## src/rtl/lvc_pkg.sv

```systemverilog
package lvc_pkg;

  // Vitality tag encoding; the high bit marks a finished classification,
  // the low bit of a finished tag is the vital flag sent with the event.
  typedef enum logic [1:0] {
    TAG_IDLE = 2'b00,
    TAG_PEND = 2'b01,
    TAG_NONV = 2'b10,
    TAG_VITL = 2'b11
  } vtag_e;

endpackage

```

## src/rtl/lvc_wb_decode.sv

```systemverilog
module lvc_wb_decode #(
  parameter int NUM_PREG = 16,
  parameter int NUM_WB   = 2,
  parameter int IP_W     = 16,
  localparam int PREG_W  = $clog2(NUM_PREG)
) (
  input  logic [NUM_WB-1:0]            wb_vld_i,
  input  logic [NUM_WB-1:0]            wb_is_load_i,
  input  logic [NUM_WB*PREG_W-1:0]     wb_preg_i,
  input  logic [NUM_WB*IP_W-1:0]       wb_ip_i,
  output logic [NUM_PREG-1:0]          hit_o,
  output logic [NUM_PREG-1:0]          is_load_o,
  output logic [NUM_PREG-1:0][IP_W-1:0] ip_o
);

  logic [PREG_W-1:0] sel;

  // Fan each writeback port out to its destination register.
  // A higher-numbered port overrides a lower one on the same register.
  always_comb begin
    hit_o     = '0;
    is_load_o = '0;
    ip_o      = '0;
    sel       = '0;
    for (int p = 0; p < NUM_WB; p++) begin
      sel = wb_preg_i[p*PREG_W +: PREG_W];
      if (wb_vld_i[p] && (int'(sel) < NUM_PREG)) begin
        hit_o[sel]     = 1'b1;
        is_load_o[sel] = wb_is_load_i[p];
        ip_o[sel]      = wb_ip_i[p*IP_W +: IP_W];
      end
    end
  end

endmodule

```

## src/rtl/lvc_tag_slot.sv

```systemverilog
module lvc_tag_slot
  import lvc_pkg::*;
#(
  parameter int IP_W = 16
) (
  input  logic            clk,
  input  logic            rst_n,
  input  logic            flush_i,
  input  logic            wr_i,
  input  logic            wr_load_i,
  input  logic [IP_W-1:0] wr_ip_i,
  input  logic            rd_i,
  input  logic            grant_i,
  output logic [1:0]      tag_o,
  output logic [IP_W-1:0] ip_o
);

  vtag_e           tag_q, tag_d;
  logic [IP_W-1:0] ip_q;
  logic            ip_en;

  assign ip_en = wr_i & wr_load_i & ~flush_i;

  // Next-state: flush beats write, write beats the read check and the grant.
  always_comb begin
    tag_d = tag_q;
    if (flush_i) begin
      tag_d = TAG_IDLE;
    end else if (wr_i) begin
      tag_d = wr_load_i ? TAG_PEND : TAG_IDLE;
    end else begin
      unique case (tag_q)
        TAG_PEND: tag_d = rd_i ? TAG_VITL : TAG_NONV;
        TAG_NONV,
        TAG_VITL: tag_d = grant_i ? TAG_IDLE : tag_q;
        default:  tag_d = tag_q;
      endcase
    end
  end

  always_ff @(posedge clk or negedge rst_n) begin
    if (!rst_n) begin
      tag_q <= TAG_IDLE;
      ip_q  <= '0;
    end else begin
      tag_q <= tag_d;
      if (ip_en) ip_q <= wr_ip_i;
    end
  end

  assign tag_o = tag_q;
  assign ip_o  = ip_q;


  load_write_pend_chk: assert property (@(posedge clk) disable iff (!rst_n)
    (wr_i && wr_load_i && !flush_i) |=> (tag_q == TAG_PEND && ip_q == $past(wr_ip_i)));


  pend_noread_nonv_chk: assert property (@(posedge clk) disable iff (!rst_n)
    (tag_q == TAG_PEND && !wr_i && !rd_i && !flush_i) |=> (tag_q == TAG_NONV));


  pend_read_vital_chk: assert property (@(posedge clk) disable iff (!rst_n)
    (tag_q == TAG_PEND && !wr_i && rd_i && !flush_i) |=> (tag_q == TAG_VITL));


  nonload_clears_chk: assert property (@(posedge clk) disable iff (!rst_n)
    (wr_i && !wr_load_i && !flush_i) |=> (tag_q == TAG_IDLE));


  waiting_holds_chk: assert property (@(posedge clk) disable iff (!rst_n)
    (tag_q[1] && !grant_i && !wr_i && !flush_i) |=> ($stable(tag_q) && $stable(ip_q)));


  flush_idle_chk: assert property (@(posedge clk) disable iff (!rst_n)
    flush_i |=> (tag_q == TAG_IDLE));

endmodule

```

## src/rtl/lvc_pick.sv

```systemverilog
module lvc_pick #(
  parameter int N = 16,
  localparam int IW = $clog2(N)
) (
  input  logic [N-1:0]  req_i,
  output logic [N-1:0]  grant_o,
  output logic [IW-1:0] idx_o,
  output logic          any_o
);

  // Fixed priority: the lowest requesting index wins.
  always_comb begin
    grant_o = '0;
    idx_o   = '0;
    for (int i = N - 1; i >= 0; i--) begin
      if (req_i[i]) begin
        grant_o    = '0;
        grant_o[i] = 1'b1;
        idx_o      = IW'(i);
      end
    end
  end

  assign any_o = |req_i;

endmodule

```

## src/rtl/load_vitality_classifier.sv

```systemverilog
module load_vitality_classifier #(
  parameter int NUM_PREG = 16,
  parameter int NUM_WB   = 2,
  parameter int IP_W     = 16,
  localparam int PREG_W  = $clog2(NUM_PREG)
) (
  input  logic                      clk,
  input  logic                      rst_n,
  input  logic                      flush_i,
  input  logic [NUM_WB-1:0]         wb_vld_i,
  input  logic [NUM_WB-1:0]         wb_is_load_i,
  input  logic [NUM_WB*PREG_W-1:0]  wb_preg_i,
  input  logic [NUM_WB*IP_W-1:0]    wb_ip_i,
  input  logic [NUM_PREG-1:0]       rd_mask_i,
  output logic                      evt_vld_o,
  output logic [IP_W-1:0]           evt_ip_o,
  output logic                      evt_vital_o
);

  logic [NUM_PREG-1:0]            wr_hit;
  logic [NUM_PREG-1:0]            wr_load;
  logic [NUM_PREG-1:0][IP_W-1:0]  wr_ip;
  logic [NUM_PREG-1:0][1:0]       slot_tag;
  logic [NUM_PREG-1:0][IP_W-1:0]  slot_ip;
  logic [NUM_PREG-1:0]            slot_req;
  logic [NUM_PREG-1:0]            pick_grant;
  logic [NUM_PREG-1:0]            slot_grant;
  logic [PREG_W-1:0]              pick_idx;
  logic                           pick_any;

  logic                           evt_vld_q, evt_vld_d;
  logic [IP_W-1:0]                evt_ip_q, evt_ip_d;
  logic                           evt_vital_q, evt_vital_d;
  logic                           evt_en;

  lvc_wb_decode #(
    .NUM_PREG (NUM_PREG),
    .NUM_WB   (NUM_WB),
    .IP_W     (IP_W)
  ) u_decode (
    .wb_vld_i     (wb_vld_i),
    .wb_is_load_i (wb_is_load_i),
    .wb_preg_i    (wb_preg_i),
    .wb_ip_i      (wb_ip_i),
    .hit_o        (wr_hit),
    .is_load_o    (wr_load),
    .ip_o         (wr_ip)
  );

  for (genvar r = 0; r < NUM_PREG; r++) begin : g_slot
    lvc_tag_slot #(
      .IP_W (IP_W)
    ) u_slot (
      .clk       (clk),
      .rst_n     (rst_n),
      .flush_i   (flush_i),
      .wr_i      (wr_hit[r]),
      .wr_load_i (wr_load[r]),
      .wr_ip_i   (wr_ip[r]),
      .rd_i      (rd_mask_i[r]),
      .grant_i   (slot_grant[r]),
      .tag_o     (slot_tag[r]),
      .ip_o      (slot_ip[r])
    );
    assign slot_req[r] = slot_tag[r][1];
  end

  lvc_pick #(
    .N (NUM_PREG)
  ) u_pick (
    .req_i   (slot_req),
    .grant_o (pick_grant),
    .idx_o   (pick_idx),
    .any_o   (pick_any)
  );

  assign slot_grant = pick_grant & {NUM_PREG{~flush_i}};

  // Event register: next-state, then storage with an explicit enable.
  always_comb begin
    evt_vld_d   = pick_any & ~flush_i;
    evt_en      = pick_any & ~flush_i;
    evt_ip_d    = slot_ip[pick_idx];
    evt_vital_d = slot_tag[pick_idx][0];
  end

  always_ff @(posedge clk or negedge rst_n) begin
    if (!rst_n) begin
      evt_vld_q   <= 1'b0;
      evt_ip_q    <= '0;
      evt_vital_q <= 1'b0;
    end else begin
      evt_vld_q <= evt_vld_d;
      if (evt_en) begin
        evt_ip_q    <= evt_ip_d;
        evt_vital_q <= evt_vital_d;
      end
    end
  end

  assign evt_vld_o   = evt_vld_q;
  assign evt_ip_o    = evt_ip_q;
  assign evt_vital_o = evt_vital_q;


  pick_lowest_chk: assert property (@(posedge clk) disable iff (!rst_n)
    (pick_grant != '0) |-> ((slot_req & (pick_grant - 1'b1)) == '0));


  flush_no_evt_chk: assert property (@(posedge clk) disable iff (!rst_n)
    flush_i |=> !evt_vld_o);


  idle_no_evt_chk: assert property (@(posedge clk) disable iff (!rst_n)
    (slot_req == '0) |=> !evt_vld_o);

endmodule

```

## config.mk

```make
export PLATFORM = sky130hd
export DESIGN_NAME = load_vitality_classifier
export DESIGN_NICKNAME = d
export VERILOG_FILES = /design/src/rtl/lvc_pkg.sv /design/src/rtl/lvc_wb_decode.sv /design/src/rtl/lvc_tag_slot.sv /design/src/rtl/lvc_pick.sv /design/src/rtl/load_vitality_classifier.sv
export SDC_FILE = /design/constraint.sdc
export NUM_CORES = 1
export LEC_CHECK = 0
export BUFFER_PORTS_ARGS = -buffer_cell sky130_fd_sc_hd__buf_2
export CORE_AREA = 2 2 228 230
export DETAILED_ROUTE_END_ITERATION = 16
export DIE_AREA = 0 0 230 232
export GPL_ROUTABILITY_DRIVEN = 1
export SLEW_MARGIN = 20
export SYNTH_ARGS = -nofsm -noshare
export SYNTH_HDL_FRONTEND = slang
export SYNTH_HIERARCHICAL = 1
export SYNTH_SLANG_ARGS = --single-unit
```

## constraint.sdc

```tcl
create_clock -name clk -period 2.32 [get_ports clk]
set_clock_uncertainty 0.15 [all_clocks]
set_input_delay 0.348 -clock clk [delete_from_list [all_inputs] [get_ports clk]]
set_output_delay 0.348 -clock clk [all_outputs]
set_load 0.01 [all_outputs]
```

==> flow_summary.yaml <==
clocking:
  cts.reportedPaths.clkPinSlew_ns: 0.06
  numCtsBuffers: 37
  worstSkewPairLatency_ns: 0.54
  cts_tree: "done"
  cts-root-buf: "clkbuf_16"
  cts_sinks: 306
  htreeDepth: 2
  cts_max_path_buffers: 3
yosys:
  yosysSeqAreaShare_pct: 37.9
  yosys.cell_types.count: 55
  synthTopCellsByArea: "dfrtp_1 (38%), mux2_4 (12%), mux2_2 (11%), mux2i_1 (6.7%), o31ai_1 (4.4%)"
  ys_ff_latch: 306
  syn-instance-count: 1849
  synth_area_um2: 20200
  yosys.area.top_type: "dfrtp_1"
  syn-mean-instance-area_um2: 10.9
  synth_top_area_share_pct: 37.9
  yosysWarnings: 6
  synth_nets: 1912
global_routing:
  overflow: 0
  grt_max_degree: 72
  grtUsageTotal_pct: 27.9
  antenna_found_initial: 6
  grt_pass1_wl_mm: 113
  grt_pass1_vias: 17641
sta:
  finalCritPeriodShare_pct: 116
  relSlewSlack_pct: 68.2
  finalSetupViolations: 17
  setup_slack_ns: -0.383
  period_minus_slack_ns: 2.70
  tightest_slew_ns: 0.476
  rsz0062_at_grt: "yes"
  whs_ns: 0.0216
  slew_viol_final: 0
  fin_setup_tns_ns: -5.25
  timing.fmax_ghz: 0.370
  hold_viol_final: 0
detailed_routing:
  wl_met1_mm: 31.9
  wl_met2_mm: 33.4
  drtIter0Drc: 1920
  viasPerCell: 6.18
  route.detailed.drc: 0
  via_count: 17396
  top_layer_used: "met5"
  dr.pass1.iters: 7
  ant_nets: 0
  routedWlPerCell_um: 27.0
  dr_wl_met3_mm: 8.14
  wirelength_mm: 76.1
status:
  status: "complete, but fails checks"
  violations: "setup timing"
worst_setup_path:
  cp.required_ns: 2.65
  reg2reg_depth: 13
  start_kind: "flip-flop"
  crit_type: "flip-flop to flip-flop"
  reg2reg_from: "g_slot[14].u_slot/tag_o[1]"
  crit_fanout: 5
  reg2reg_slack_ns: -0.38
  cp-end-kind: "flip-flop"
  rr_endpoint: "evt_ip_o[7]"
  critPathArrivalTime_ns: 3.03
final_layout:
  final_cells: 2816
  postLayoutCoreUtil_pct: 50.6
  nFillCells: 4494
  fin_nets: 2172
  final_common_cell: "dfrtp_1"
  area_delta_synth_final_pct: 27.6
  final_cell_mix: "dfrtp_1 (304), buf_4 (208), mux2_2 (206), nor2_1 (188), nand3_1 (164)"
  final_cell_area_um2: 25700
  drive_gt1_share_pct: 44.7
placement:
  io_buffers: 80
  place_area_um2: 23000
  pre_cts_slack_ns: -0.677
  placed_cells: 2677
  gp_congestion: 0.906
  dp_hpwl_mm: 48.3
power:
  p_leak_nw: 12.3
  pwr-share-clk_pct: 45.3
  combPwrFrac_pct: 11.7
  sw_frac_of_total_pct: 27.4
  p_per_area_nw_per_um2: 508
  p_seq_share_pct: 43.0
  vdd_drop_max_v: 0.000526
  intPower_mw: 9.49
  p_total_mw: 13.1
  power.switching_mw: 3.58
floorplan:
  die_area_um2: 53400
  io_pins: 81
  die_y_um: 232
  rows: 83
  die_w_um: 230
  fp.coreArea_um2: 50900
  initial_core_util_pct: 39.7
job:
  drv_cap: 0
worst_hold_path:
  hold_end: "g_slot[2].u_slot/tag_o[0]"
  hold_depth: 3
  min_from: "rd_mask_i[2]"
  min_path_type: "input pin to flip-flop"
## cell type report
cell class / instances / area (µm²) / area share, %
multi-input combinational: 1376 / 12200 / 47.5
inverter: 2 / 7.51 / 0.0292
timing repair buffer: 386 / 3790 / 14.7
clock inverter: 8 / 97.6 / 0.379
clock buffer: 54 / 1090 / 4.24
sequential: 306 / 7660 / 29.7
tap: 680 / 851 / 3.30
antenna: 4 / 10.0 / 0.0389
## power groups by stage
| stage | logic [mW] | clock network (mW) | registers [mW] |
|---|---|---|---|
| after detailed placement | 1.41 | 0 | 5.70 |
| after global routing | 1.61 | 6.22 | 5.61 |
| after floorplan | 0.603 | 0 | 5.66 |
| final | 1.53 | 5.92 | 5.62 |
| after global placement | 1.39 | 0 | 5.71 |
| after CTS | 1.49 | 5.97 | 5.61 |
## metal layers
layer / vias to the layer above / track usage (%)
met1: 8806 / 39.0
met4: 6 / 9.88
met5: - / 0
met3: 197 / 6.14
met2: 1059 / 42.4
li1: 7328 / -
## state kept, by name (all words and copies together) (netlist names)
signal,count
evt_ip_o,16
evt_vital_o,1
evt_vld_o,1
g_slot.u_slot/ip_o,256
g_slot.u_slot/tag_o,32
## kinds of logic after synthesis
| kind of cell | synth area share (%) |
|---|---|
| simple gates | 16.2 |
| compound gates | 8.57 |
| buf+inv | 4.71 |
| flops | 37.9 |
| mux | 32.6 |
## cell usage after synthesis, drive strengths merged
cell type    n
o21ai       39
nand3      173
and2         8
o21bai       2
nor4b        2
nand2       60
nand4       17
and3         7
nand3b      54
nor2b       20
a21oi        1
dfrtp      306
and3b        3
or3b        18
a221oi       1
a22oi       51
nor3b        3
o22ai        9
and4b        1
a311oi       1
o311ai       1
nor2       203
o21a         1
nor3         5
buf         99
nand2b       5
mux2i      136
or2          1
a211o       17
nor4         3
o31ai      119
clkbuf      67
and2b        5
mux2       409
inv          2
## what timing repair did
action / in CTS / in global routing
hold endpoints to repair: 88 / 0
hold buffers: 16 / 0
endpoints found under the setup margin: 17 / 18
cloned: 9 / 2
gates resized for setup: 116 / 35
pin swaps: 39 / 13
setup buffers: 35 / 14
## how the worst max path moves through the flow
stage	start	endpoint	slack [ns]
global route	g_slot[10].u_slot/tag_o[1]	evt_ip_o[7]	-0.43
global placement	g_slot[14].u_slot/tag_o[1]	evt_ip_o[13]	-0.68
finish	g_slot[14].u_slot/tag_o[1]	evt_ip_o[7]	-0.38
detailed placement	g_slot[14].u_slot/tag_o[1]	evt_ip_o[1]	-0.68
floorplan	wb_preg_i[3]	g_slot[1].u_slot/ip_o[0]	-0.04
CTS	g_slot[12].u_slot/tag_o[1]	evt_ip_o[10]	-0.30
## critical path: stages, from the launching register on
cell and delay, ns:
dfrtp_1 0.41, buf_6 0.14, nor2b_4 0.11, o21ai_2 0.07, a211o_1 0.34, a221oi_2 0.33
buf_12 0.16, buf_12 0.10, buf_4 0.14, nor2b_4 0.06, buf_4 0.16, a22oi_1 0.19
nand4_1 0.17, nand3_1 0.12
Note: power is estimated with default switching activity, not from simulation.
